<file path="src/rtl/wk_pkg.sv">
package wk_pkg;

   typedef enum logic [1:0] {
      RM_MAIN  = 2'd0,
      RM_SUB   = 2'd1,
      RM_LVSUB = 2'd2
   } resume_mode_e;

   typedef enum logic [1:0] {
      ST_RUN  = 2'd0,
      ST_IDLE = 2'd1,
      ST_WAIT = 2'd2
   } wk_state_e;

   localparam int unsigned PRIO_MAX_W = 8;

   // true when priority a outranks priority b
   function automatic logic prio_above(input logic [PRIO_MAX_W-1:0] a,
                                       input logic [PRIO_MAX_W-1:0] b,
                                       input logic low_wins);
      return low_wins ? (a < b) : (a > b);
   endfunction

endpackage

</file>
<file path="src/rtl/wk_detect.sv">
module wk_detect #(
   parameter int unsigned N_IRQ         = 8,
   parameter int unsigned PRIO_W        = 3,
   parameter bit          PRIO_LOW_WINS = 1'b0
) (
   input  logic [N_IRQ-1:0]        irq_i,
   input  logic [N_IRQ-1:0]        irq_mask_i,
   input  logic [N_IRQ*PRIO_W-1:0] irq_prio_i,
   input  logic                    nmi_i,
   input  logic                    nmi_mask_i,
   output logic                    nmi_hit_o,
   output logic                    irq_hit_o,
   output logic [PRIO_W-1:0]       win_prio_o
);
   import wk_pkg::*;

   logic [N_IRQ-1:0]  live;
   logic [PRIO_W-1:0] prio_arr [N_IRQ];

   for (genvar g = 0; g < N_IRQ; g++) begin : g_line
      assign live[g]     = irq_i[g] & ~irq_mask_i[g];
      assign prio_arr[g] = irq_prio_i[g*PRIO_W +: PRIO_W];
   end

   always_comb begin
      logic              found;
      logic [PRIO_W-1:0] best;
      found = 1'b0;
      best  = '0;
      for (int i = 0; i < N_IRQ; i++) begin
         if (live[i] && (!found ||
             prio_above(PRIO_MAX_W'(prio_arr[i]), PRIO_MAX_W'(best), PRIO_LOW_WINS))) begin
            found = 1'b1;
            best  = prio_arr[i];
         end
      end
      irq_hit_o  = found;
      win_prio_o = best;
   end

   assign nmi_hit_o = nmi_i & ~nmi_mask_i;

endmodule

</file>
<file path="src/rtl/wk_decide.sv">
module wk_decide #(
   parameter int unsigned PRIO_W        = 3,
   parameter bit          PRIO_LOW_WINS = 1'b0
) (
   input  logic              nmi_hit_i,
   input  logic [PRIO_W-1:0] win_prio_i,
   input  logic              in_handler_i,
   input  logic [PRIO_W-1:0] cur_prio_i,
   input  logic              int_en_i,
   output logic              branch_o
);
   logic outranks;

   if (PRIO_LOW_WINS) begin : g_low_wins
      assign outranks = (win_prio_i < cur_prio_i);
   end else begin : g_high_wins
      assign outranks = (win_prio_i > cur_prio_i);
   end

   assign branch_o = nmi_hit_i | (int_en_i & (~in_handler_i | outranks));

endmodule

</file>
<file path="src/rtl/wk_delay.sv">
module wk_delay #(
   parameter int unsigned DLY = 12
) (
   input  logic clk,
   input  logic rst_n,
   input  logic start_i,
   input  logic abort_i,
   output logic done_o
);
   localparam int unsigned CW = (DLY > 2) ? $clog2(DLY) : 1;
   localparam logic [CW-1:0] LAST = CW'(DLY - 1);

   logic [CW-1:0] cnt_q;
   logic          busy_q;

   always_ff @(posedge clk or negedge rst_n) begin
      if (!rst_n) begin
         cnt_q  <= '0;
         busy_q <= 1'b0;
      end else if (abort_i) begin
         cnt_q  <= '0;
         busy_q <= 1'b0;
      end else if (start_i) begin
         cnt_q  <= '0;
         busy_q <= 1'b1;
      end else if (busy_q) begin
         if (cnt_q == LAST) begin
            busy_q <= 1'b0;
            cnt_q  <= '0;
         end else begin
            cnt_q <= cnt_q + 1'b1;
         end
      end
   end

   assign done_o = busy_q && (cnt_q == LAST) && !abort_i;

endmodule

</file>
<file path="src/rtl/wk_release_ctrl.sv">
module wk_release_ctrl #(
   parameter int unsigned N_IRQ         = 8,
   parameter int unsigned PRIO_W        = 3,
   parameter int unsigned N_RST         = 4,
   parameter int unsigned REL_DLY       = 12,
   parameter bit          PRIO_LOW_WINS = 1'b0
) (
   input  logic                    clk,
   input  logic                    rst_n,
   input  logic                    idle_enter_i,
   input  logic                    idle_lowv_i,
   input  logic                    pll_wr_i,
   input  logic                    pll_wdata_i,
   input  logic                    nmi_i,
   input  logic                    nmi_mask_i,
   input  logic [N_IRQ-1:0]        irq_i,
   input  logic [N_IRQ-1:0]        irq_mask_i,
   input  logic [N_IRQ*PRIO_W-1:0] irq_prio_i,
   input  logic                    in_handler_i,
   input  logic [PRIO_W-1:0]       cur_prio_i,
   input  logic                    int_en_i,
   input  logic [N_RST-1:0]        rst_src_i,
   output logic                    idle_o,
   output logic                    release_o,
   output logic                    reset_req_o,
   output logic [1:0]              resume_mode_o,
   output logic                    pll_run_o,
   output logic                    branch_o,
   output logic                    pend_o
);
   import wk_pkg::*;

   if (N_IRQ < 1) begin : g_bad_nirq
      $error("wk_release_ctrl: N_IRQ must be at least 1");
   end
   if (PRIO_W < 1 || PRIO_W > PRIO_MAX_W) begin : g_bad_prio
      $error("wk_release_ctrl: PRIO_W out of range");
   end
   if (REL_DLY < 2) begin : g_bad_dly
      $error("wk_release_ctrl: REL_DLY must be at least 2");
   end
   if (N_RST < 1) begin : g_bad_rst
      $error("wk_release_ctrl: N_RST must be at least 1");
   end

   wk_state_e    st_q;
   resume_mode_e mode_q;
   logic         lowv_q, pll_q, pll_save_q;
   logic         rel_q, rstreq_q, br_q, pend_q, dec_br_q;

   logic              nmi_hit, irq_hit, wake_hit, any_rst, dec_br, dly_done;
   logic [PRIO_W-1:0] win_prio;
   logic              in_idle, in_wait, dly_start;

   wk_detect #(
      .N_IRQ(N_IRQ), .PRIO_W(PRIO_W), .PRIO_LOW_WINS(PRIO_LOW_WINS)
   ) u_detect (
      .irq_i      (irq_i),
      .irq_mask_i (irq_mask_i),
      .irq_prio_i (irq_prio_i),
      .nmi_i      (nmi_i),
      .nmi_mask_i (nmi_mask_i),
      .nmi_hit_o  (nmi_hit),
      .irq_hit_o  (irq_hit),
      .win_prio_o (win_prio)
   );

   wk_decide #(
      .PRIO_W(PRIO_W), .PRIO_LOW_WINS(PRIO_LOW_WINS)
   ) u_decide (
      .nmi_hit_i    (nmi_hit),
      .win_prio_i   (win_prio),
      .in_handler_i (in_handler_i),
      .cur_prio_i   (cur_prio_i),
      .int_en_i     (int_en_i),
      .branch_o     (dec_br)
   );

   assign wake_hit  = nmi_hit | irq_hit;
   assign any_rst   = |rst_src_i;
   assign in_idle   = (st_q == ST_IDLE);
   assign in_wait   = (st_q == ST_WAIT);
   assign dly_start = in_idle && wake_hit && !any_rst;

   wk_delay #(.DLY(REL_DLY)) u_delay (
      .clk     (clk),
      .rst_n   (rst_n),
      .start_i (dly_start),
      .abort_i (any_rst),
      .done_o  (dly_done)
   );

   always_ff @(posedge clk or negedge rst_n) begin
      if (!rst_n) begin
         st_q       <= ST_RUN;
         mode_q     <= RM_MAIN;
         lowv_q     <= 1'b0;
         pll_q      <= 1'b0;
         pll_save_q <= 1'b0;
         rel_q      <= 1'b0;
         rstreq_q   <= 1'b0;
         br_q       <= 1'b0;
         pend_q     <= 1'b0;
         dec_br_q   <= 1'b0;
      end else begin
         rel_q    <= 1'b0;
         rstreq_q <= 1'b0;
         if (st_q != ST_RUN && any_rst) begin
            st_q     <= ST_RUN;
            rel_q    <= 1'b1;
            rstreq_q <= 1'b1;
            mode_q   <= RM_MAIN;
            br_q     <= 1'b0;
            pend_q   <= 1'b0;
            pll_q    <= 1'b0;
            lowv_q   <= 1'b0;
         end else begin
            unique case (st_q)
               ST_RUN: begin
                  if (idle_enter_i) begin
                     st_q       <= ST_IDLE;
                     lowv_q     <= idle_lowv_i;
                     pll_save_q <= pll_q;
                     pll_q      <= 1'b0;
                  end else if (pll_wr_i) begin
                     pll_q <= pll_wdata_i;
                  end
               end
               ST_IDLE: begin
                  if (wake_hit) begin
                     st_q     <= ST_WAIT;
                     dec_br_q <= dec_br;
                  end
               end
               ST_WAIT: begin
                  if (dly_done) begin
                     st_q   <= ST_RUN;
                     rel_q  <= 1'b1;
                     br_q   <= dec_br_q;
                     pend_q <= ~dec_br_q;
                     mode_q <= lowv_q ? RM_LVSUB : RM_SUB;
                     pll_q  <= lowv_q ? 1'b0 : pll_save_q;
                  end
               end
               default: st_q <= ST_RUN;
            endcase
         end
      end
   end

   assign idle_o        = (st_q != ST_RUN);
   assign release_o     = rel_q;
   assign reset_req_o   = rstreq_q;
   assign resume_mode_o = mode_q;
   assign pll_run_o     = pll_q;
   assign branch_o      = br_q;
   assign pend_o        = pend_q;

endmodule

</file>
<file path="config.mk">
export PLATFORM = sky130hd
export DESIGN_NAME = wk_release_ctrl
export DESIGN_NICKNAME = d
export VERILOG_FILES = /design/src/rtl/wk_pkg.sv /design/src/rtl/wk_detect.sv /design/src/rtl/wk_decide.sv /design/src/rtl/wk_delay.sv /design/src/rtl/wk_release_ctrl.sv
export SDC_FILE = /design/constraint.sdc
export NUM_CORES = 1
export LEC_CHECK = 0
export ABC_CLOCK_PERIOD_IN_PS = 2500
export BUFFER_PORTS_ARGS = -buffer_cell sky130_fd_sc_hd__buf_4
export CAP_MARGIN = 20
export CORE_MARGIN = 4
export CORE_UTILIZATION = 50
export CTS_CLUSTER_SIZE = 30
export DETAILED_ROUTE_END_ITERATION = 7
export PLACE_DENSITY = 0.78
export SYNTH_ARGS = -nofsm -noshare
export SYNTH_HDL_FRONTEND = slang
export SYNTH_SLANG_ARGS = --single-unit
</file>
<file path="constraint.sdc">
create_clock -name clk -period 2.5 [get_ports clk]
set_clock_uncertainty 0.05 [all_clocks]
set_input_delay 0.125 -clock clk [delete_from_list [all_inputs] [get_ports clk]]
set_output_delay 0.125 -clock clk [all_outputs]
set_load 0.1 [all_outputs]
</file>
==> results of run 1 <==
[area by class of cell]
type,instances,area (µm²),share of cell area [%]
Multi-Input combinational cell,207,1820,52.5
Timing Repair Buffer,138,1040,30.0
Sequential cell,17,425,12.3
Inverter,19,71.3,2.05
Tap cell,50,62.6,1.80
Clock buffer,3,41.3,1.19
Clock inverter,1,5.00,0.144
[placed cells by master, fill, tap and decap left out, types with 5 or more instances in the layout]
master / count
a21oi_2: 9
ha_4: 6
dfrtp_1: 17
o21ai_0: 5
buf_4: 136
a21o_1: 5
ha_1: 19
mux2i_1: 7
nand3b_1: 7
nor2b_1: 8
nand2b_1: 6
nor2_1: 12
a21oi_1: 13
inv_1: 19
nand2_1: 20
nor3_1: 6
[cells by family (layout without fill, tap and decap cells)]
kind of cell / after synthesis / in the layout / synth area share [%]
AOI/OAI and AO/OA: 82 / 82 / 29.6
adders and majority gates: 25 / 25 / 15.1
buffers and inverters: 25 / 161 / 5.26
DFF: 17 / 17 / 20.6
muxes: 10 / 10 / 4.96
and+or+nand+nor: 90 / 90 / 24.5
[where the power goes]
part           total [µW]  internal, µW  switching, µW
combinational        1050           548            503
clock                 209           111           98.0
sequential            301           289           12.1
total                1560           948            614
[state kept, by name, indices dropped and copies added (netlist names)]
| signal | count |
|---|---|
| st_q | 2 |
| resume_mode_o | 2 |
| pll_save_q | 1 |
| u_delay.cnt_q | 4 |
| u_delay.busy_q | 1 |
| branch_o | 1 |
| pend_o | 1 |
| pll_run_o | 1 |
| dec_br_q | 1 |
| release_o | 1 |
| lowv_q | 1 |
| reset_req_o | 1 |
[metal layers]
| layer | up-vias | track usage [%] | part of all wire, % |
|---|---|---|---|
| li1 | 1215 | - | - |
| met1 | 1227 | 30.8 | 39 |
| met2 | 93 | 50.3 | 55 |
| met3 | 13 | 2.08 | 4.9 |
| met4 | 0 | 9.60 | 1.5 |
| met5 | - | 0 | 0 |
[worst paths after layout]
check / from / endpoint / slack [ns] / cells after the start
max in group asynchronous: rst_n / branch_o / 2.00 / 2
max: irq_i[0] / dec_br_q / -6.66 / 52
max reg2reg: u_delay.cnt_q[0] / pend_o / 0.72 / 5
min reg2reg: pll_save_q / pll_save_q / 0.47 / 1
min: idle_lowv_i / lowv_q / 0.08 / 2
min in group asynchronous: rst_n / pll_run_o / 0.22 / 2
[repair_timing]
item,in CTS,in global routing
endpoints found under the hold margin,17,0
setup buffers,9,7
resized for setup,21,19
endpoints found under the setup margin,1,1
hold buffers,1,0
pin swaps,23,14
[metrics by stage]
step           hold slack [ns]  cells  worst slack (ns)  area, µm²  utilization, %
5_1_grt                 0.0946    435             -7.14       3470            86.8
4_1_cts                 0.0831    428             -6.45       3320            83.0
2_1_floorplan           -0.221    249             -6.54       2140               -
3_3_place_gp           -0.0531    414             -6.78       3070            76.8
6_report                0.0843    435             -6.66       3470            86.8
3_5_place_dp           -0.0512    414             -7.08       3070            76.8
[critical path: cells and delay by family]
| kind | cells | cell delay [ns] |
|---|---|---|
| multiplexers | 1 | 0.14 |
| adder cells (fa/ha/maj) | 8 | 2.13 |
| buffers and inverters | 3 | 0.47 |
| AO/OA/AOI/OAI | 26 | 4.51 |
| AND/OR/NAND/NOR | 14 | 1.83 |
==> flow_metrics.tcl, run 1 <==
set metrics [dict create \
    status "finished, violations left" \
    violations "negative setup slack" \
    die-area_um2 5230 \
    total_power_uw 1560 \
    antenna_found_initial 0 \
    io_pins 65 \
    cts_buffers 3 \
    final_antenna_net_count 0 \
    synth_top_flop_cell "dfrtp_1" \
    crit_required_ns 2.59 \
    grt_usage_pct 26.6 \
    period_minus_slack_ns 9.16 \
    synth_edf_count 0 \
    place_hpwl_um 5010 \
    die_h_um 72.3 \
    overflow 0 \
    slew_viol_final 0 \
    cp-end-kind "flip-flop" \
    gp_congestion 0.876 \
    routedWlPerCell_um 16.9 \
    finalCritPeriodShare_pct 367 \
    synth_warnings 0 \
    relSlewSlack_pct 66.2 \
    final_layout_size_suffix_gt1_share_pct 53.0 \
    die_x_um 72.3 \
    crit_path_max_incr_delay_ns 0.31 \
    worstMarginPinSlew_ns 0.505 \
    rsz0062_at_grt "true" \
    leakage_uw 0.00165 \
    finalHoldViolCount 0 \
    clock-sinks 17 \
    worstPathMaxFanout 6 \
    route.detailed.drc 0 \
    grt_max_degree 18 \
    core_area_um2 4000 \
    cpMostUsedCell "ha_1" \
    cts_htree_levels 1 \
    syn_area_um2 2070 \
    max_freq_mhz 109 \
    cts_buffer_depth 2 \
    grt_pass1_wl_um 11400 \
    grt_pass1_vias 2622 \
    finalNetCount 468 \
    dr.pass1.iters 4 \
    crit_type "in -> reg" \
    async_flop_share_pct 100 \
    area_growth_pct 67.7 \
    rows 23 \
    synth_area_per_cell_um2 8.31 \
    ys_ff_latch 17 \
    synth_top_area_share_pct 20.6 \
    start_util_pct 51.7 \
    ir_drop_mv 0.290 \
    slowest_stage "ha_1" \
    clk_latency_ns 0.25 \
    vias_per_cell 5.86 \
    clkTransAtPathRegs_ns 0.07 \
    n_fill_cell 207 \
    wl_um 7340 \
    setup_tns_ns -6.66 \
    cellPowerDensity_nw_per_um2 450 \
    critPathLaunchType "primary input" \
    cts_tree "done" \
    ys_seq_area_share_pct 20.6 \
    maxCapViolCount 0 \
    vias 2548 \
    clockRootBuffer "clkbuf_8" \
    setup_ws_ns -6.66 \
    synth_top_cell_by_area "dfrtp_1" \
    portBuffers 64 \
    synth_fp_nets 331 \
    synthCells 249 \
    setup_viol 1 \
    synth_top_cells_by_area "dfrtp_1 (21%), ha_1 (15%), a21oi_1 (5.6%)" \
    insertedDiodeCount 0 \
    initialDrtViolationCount 167 \
    hp-class "in -> reg" \
    cp.arrival_ns 9.25 \
    yosysMostFrequentCell "ha_1" \
    ys_types 56 \
    synth_common_cells "ha_1 (25), a21oi_1 (23), nand2_1 (21)" \
]
Note: power is estimated with default switching activity, not from simulation.
==> run 2: changes to the inputs <==
--- a/config.mk
+++ b/config.mk
@@ -12,7 +12,7 @@
 export CORE_UTILIZATION = 50
 export CTS_CLUSTER_SIZE = 30
 export DETAILED_ROUTE_END_ITERATION = 7
-export PLACE_DENSITY = 0.78
+export PLACE_DENSITY = 0.79
 export SYNTH_ARGS = -nofsm -noshare
 export SYNTH_HDL_FRONTEND = slang
 export SYNTH_SLANG_ARGS = --single-unit
==> run 2 against run 1 <==
Compared with the run above:
- the flow still finishes with violations (negative setup slack)
- flip-flop and latch count did not move
- routed wire length rose by 57%
- register-to-register slack worse by 0.22 ns
- worst setup slack lost 0.91 ns
- die area unchanged
- final cell count up 0.92%
- clock power grew 8%
- hold slack got worse by 0.014 ns
- utilization grew 6.4 points
- maximum frequency decreased by 9.0%
- critical path type unchanged
- largest power group unchanged
==> flow_metrics.tcl, run 2 (synthesized netlist as in run 1, its figures left out) <==
set metrics [dict create \
    clock-sinks 17 \
    cts_buffer_depth 2 \
    worstPathMaxFanout 5 \
    whs_ns 0.0707 \
    p_clk_share_pct 12.2 \
    cts_buffers 3 \
    switching_share_pct 43.0 \
    internal-power_uw 1050 \
    clockRootBuffer "clkbuf_8" \
    fin_area_um2 3730 \
    place_hpwl_um 4920 \
    worstMarginPinSlew_ns 0.514 \
    pwr-share-seq_pct 16.4 \
    cts_tree "done" \
    p_sw_uw 796 \
    cts_htree_levels 1 \
    regMostFlops "u_delay.cnt_q" \
    violations "negative setup slack" \
    period_minus_slack_ns 10.07 \
    ir_drop_mv 0.325 \
    rows 23 \
    final_common_cell "buf_4" \
    initialDrtViolationCount 458 \
    final_layout_size_suffix_gt1_share_pct 58.1 \
    cp-end-kind "flip-flop" \
    relSlewSlack_pct 65.5 \
    rsz0062_at_grt "true" \
    critPathLaunchType "primary input" \
    vias_per_cell 7.13 \
    die_h_um 72.3 \
    grt_usage_pct 27.9 \
    route.detailed.drc 0 \
    area_growth_pct 80.0 \
    wl_um 11500 \
    finalCritPeriodShare_pct 403 \
    die_x_um 72.3 \
    grt_max_degree 18 \
    dr.pass1.iters 7 \
    leakage_uw 0.00168 \
    gp_congestion 0.868 \
    io_pins 65 \
    cpMostUsedCell "ha_4" \
    grt_pass1_wl_um 11700 \
    insertedDiodeCount 0 \
    portBuffers 64 \
    slowest_stage "a2111oi_4" \
    comb_power_share_pct 71.4 \
    setup_ws_ns -7.57 \
    core_area_um2 4000 \
    vias 3132 \
    layout_common_cells "buf_4 (137), inv_1 (19), nand2_1 (17), dfrtp_1 (17)" \
    die-area_um2 5230 \
    largest_register_ffs 4 \
    status "finished, violations left" \
    grt_pass1_vias 2699 \
    crit_path_max_incr_delay_ns 0.41 \
    setup_viol 1 \
    total_power_uw 1850 \
    routedWlPerCell_um 26.3 \
    hp-class "in -> reg" \
    clk_latency_ns 0.27 \
    clkTransAtPathRegs_ns 0.08 \
    finalHoldViolCount 0 \
    start_util_pct 51.7 \
    crit_required_ns 2.58 \
    maxCapViolCount 0 \
    crit_type "in -> reg" \
    n_fill_cell 125 \
    finalNetCount 472 \
    slew_viol_final 0 \
    overflow 0 \
    cellPowerDensity_nw_per_um2 497 \
    max_freq_mhz 99.3 \
    cp.arrival_ns 10.15 \
    final_antenna_net_count 0 \
    antenna_found_initial 0 \
    placed_area_um2 3100 \
]
run 2: cell types whose count changed in the layout (fill, tap and decap cells not counted), moves of 3 or more:
cell,before,now
nand2_1,20,17
buf_6,1,4
a2111oi_4,1,4
ha_1,19,12
ha_4,6,12
nand2_2,1,4
a2111oi_2,4,0
run 2: final cells by class:
cell class                 count  area (µm²)  area share, %
multi-input combinational    207        2030           54.6
timing repair buffer         142        1080           29.1
sequential                    17         425           11.4
inverter                      19        71.3           1.91
tap                           50        62.6           1.68
clock buffer                   3        41.3           1.11
clock inverter                 1        7.51          0.201
run 2: what timing repair did:
item	CTS	global route
gates resized for setup	29	40
pin swaps	35	41
hold buffers	1	0
endpoints found under the hold margin	17	0
endpoints found under the setup margin	1	1
buffers inserted	9	8
run 2: per-stage QoR:
step	instances	TNS (ns)	setup slack (ns)	utilization, %
final	439	-7.57	-7.57	93.1
after global routing	439	-7.99	-7.99	93.1
after CTS	431	-6.44	-6.44	84.8
after detailed placement	418	-7.14	-7.14	77.5
after global placement	418	-6.74	-6.74	77.5
after floorplan	249	-6.54	-6.54	-
run 2: worst paths after layout:
check | start | to | slack, ns | depth (start not counted)
hold / removal | idle_lowv_i | lowv_q | 0.07 | 2
setup reg to reg | u_delay.cnt_q[0] | branch_o | 0.50 | 5
max in group asynchronous | rst_n | u_delay.busy_q | 1.99 | 2
setup / recovery | irq_mask_i[0] | dec_br_q | -7.57 | 52
min in group asynchronous | rst_n | branch_o | 0.20 | 2
hold reg to reg | pll_run_o | pll_run_o | 0.49 | 1
run 2: power groups by stage:
stage / Clock [µW] / Combinational [µW] / Sequential [µW]
6_report: 226 / 1320 / 304
5_1_grt: 230 / 1380 / 304
4_1_cts: 218 / 951 / 300
3_5_place_dp: 0 / 842 / 306
3_3_place_gp: 0 / 808 / 305
2_1_floorplan: 0 / 459 / 332
run 2: worst max-delay path: cells and delay by family:
family | cells | cell delay, ns
AO/OA/AOI/OAI | 28 | 5.38
adder cells (fa/ha/maj) | 8 | 2.11
AND/OR/NAND/NOR | 12 | 1.83
buffers and inverters | 4 | 0.68
run 2: routing by layer:
metal  global-route usage, %  part of all wire (%)  routed length [µm]
met1                    28.6                    31                3590
met2                    53.6                    47                5420
met5                       0                     0                   0
met3                    2.91                    11                1220
met4                    16.7                    11                1320
==> run 3: changes to the inputs <==
--- a/config.mk
+++ b/config.mk
@@ -8,7 +8,7 @@
 export ABC_CLOCK_PERIOD_IN_PS = 2500
 export BUFFER_PORTS_ARGS = -buffer_cell sky130_fd_sc_hd__buf_4
 export CAP_MARGIN = 20
-export CORE_MARGIN = 4
+export CORE_MARGIN = 8
 export CORE_UTILIZATION = 50
 export CTS_CLUSTER_SIZE = 30
 export DETAILED_ROUTE_END_ITERATION = 7
==> run 3 against run 2 <==
Compared with the run above:
- the flow still finishes with violations (negative setup slack)
- final cell count decreased by 0.23%
- die area increased by 23%
- design area is 5.7% lower
- non-clock buffer count is 1 lower
- utilization down 5.3 points
- routed wire length decreased by 29%
- maximum frequency is 6.9% higher
- register-to-register slack gained 0.11 ns
- critical path type unchanged
==> flow_metrics.tcl, run 3 (synthesized netlist as in run 1, its figures left out) <==
set metrics [dict create \
    crit_start "irq_i[0]" \
    ir_drop_mv 0.275 \
    cp.arrival_ns 9.51 \
    overflow 0 \
    violations "negative setup slack" \
    slowest_stage "o41a_1" \
    die_h_um 80.3 \
    finalNetCount 471 \
    finalHoldViolCount 0 \
    maxCapViolCount 0 \
    clk_latency_ns 0.26 \
    placed_area_um2 3110 \
    r2r_slack_ns 0.61 \
    setup_viol 1 \
    crit_end "dec_br_q" \
    cp-end-kind "flip-flop" \
    setup_ws_ns -6.92 \
    rsz0062_at_grt "true" \
    cts_buffers 3 \
    pwr-share-seq_pct 18.6 \
    multi_input_area_um2 1840 \
    cts_tree "done" \
    ff2ff_path_depth 5 \
    path_buf_inv 4 \
    area_growth_pct 69.8 \
    die_x_um 80.3 \
    grt_pass1_vias 2659 \
    r2r_start "u_delay.cnt_q[0]" \
    clkTransAtPathRegs_ns 0.07 \
    io_pins 65 \
    comb_power_share_pct 68.0 \
    p_clk_share_pct 13.4 \
    p_sw_uw 644 \
    whs_ns 0.0686 \
    use_met1_pct 22.1 \
    dr.pass1.iters 4 \
    grt_max_degree 18 \
    antenna_found_initial 0 \
    r2r-end "pend_o" \
    cts_buffer_depth 2 \
    internal-power_uw 972 \
    cts_htree_levels 1 \
    grt_pass1_wl_um 11600 \
    finalCritPeriodShare_pct 377 \
    layout_common_cells "buf_4 (138), nand2_1 (19), inv_1 (19)" \
    critPathLaunchType "primary input" \
    place_hpwl_um 5040 \
    worstPathMaxFanout 6 \
    largest_register_ffs 4 \
    period_minus_slack_ns 9.42 \
    final_common_cell "buf_4" \
    switching_share_pct 39.8 \
    core_area_um2 4000 \
    grt-busiest-layer "met2" \
    crit_required_ns 2.59 \
    hp-class "in -> reg" \
    grtUsageMet3_pct 3.35 \
    cp_top_family "compound AO/OA/AOI/OAI gates" \
    insertedDiodeCount 0 \
    final_layout_size_suffix_gt1_share_pct 53.4 \
    regMostFlops "u_delay.cnt_q" \
    routedWlPerCell_um 18.7 \
    vias_per_cell 6.13 \
    clock-sinks 17 \
    n_fill_cell 201 \
    die-area_um2 6450 \
    fin_area_um2 3510 \
    start_util_pct 51.7 \
    use_met2_pct 42.8 \
    grt_usage_pct 21.7 \
    route.detailed.drc 0 \
    max_freq_mhz 106 \
    gp_congestion 0.819 \
    crit_path_max_incr_delay_ns 0.44 \
    cp.depth 52 \
    vias 2686 \
    cellPowerDensity_nw_per_um2 460 \
    portBuffers 64 \
    register_area_um2 425 \
    relSlewSlack_pct 68.9 \
    status "finished, violations left" \
    worstMarginPinSlew_ns 0.464 \
    leakage_uw 0.00167 \
    final_antenna_net_count 0 \
    rows 23 \
    crit_type "in -> reg" \
    slew_viol_final 0 \
    clockRootBuffer "clkbuf_8" \
    wl_um 8170 \
    initialDrtViolationCount 200 \
]
## run 3: worst reg2reg max path: stages (launching register included)
cell and delay [ns]:
dfrtp_1 0.41, ha_1 0.26, nand4b_1 0.22, nor3_2 0.46
mux2i_1 0.29, nor2_1 0.07
## run 3: worst min-delay path by stage
stage	from	end	slack [ns]	depth (start not counted)
global route	idle_lowv_i	lowv_q	0.07	2
floorplan	rst_n	branch_o	-0.22	0
detailed placement	rst_n	release_o	-0.05	1
CTS	idle_lowv_i	lowv_q	0.08	2
global placement	rst_n	resume_mode_o[1]	-0.05	1
finish	idle_lowv_i	lowv_q	0.07	2
## run 3: repair_timing
item | CTS | global route
buffers inserted | 7 | 7
hold buffers | 1 | 0
endpoints found under the setup margin | 1 | 1
resized for setup | 23 | 18
endpoints found under the hold margin | 17 | 0
pin swaps | 25 | 19
## run 3: per-stage QoR
step	total power, µW	worst slack (ns)	setup TNS, ns	cells	util (%)
2_1_floorplan	791	-6.54	-6.54	249	-
3_3_place_gp	1120	-6.83	-6.83	419	77.7
3_5_place_dp	1150	-7.11	-7.11	419	77.7
4_1_cts	1440	-6.40	-6.40	431	84.0
5_1_grt	1700	-7.23	-7.23	438	87.9
6_report	1620	-6.92	-6.92	438	87.9
## run 3: per-layer routing
metal  part of all wire (%)  vias up  wire, µm
met5                      0        -         0
met4                    4.6        0       372
met3                    5.6       40       460
met2                     53      123      4370
met1                     36     1307      2970
li1                       -     1216         -
## run 3: area by class of cell
class	count	area share [%]
multi-input cells	207	52.4
well taps	50	1.78
flip-flops and latches	17	12.1
clock inverters	1	0.142
inverters	19	2.03
repair buffers	141	30.4
clock buffers	3	1.17
## run 3: power by group through the flow
stage | logic, µW | registers, µW | clock network [µW]
floorplan | 459 | 332 | 0
global placement | 811 | 305 | 0
detailed placement | 843 | 306 | 0
CTS | 929 | 301 | 208
global route | 1170 | 301 | 228
finish | 1100 | 301 | 216
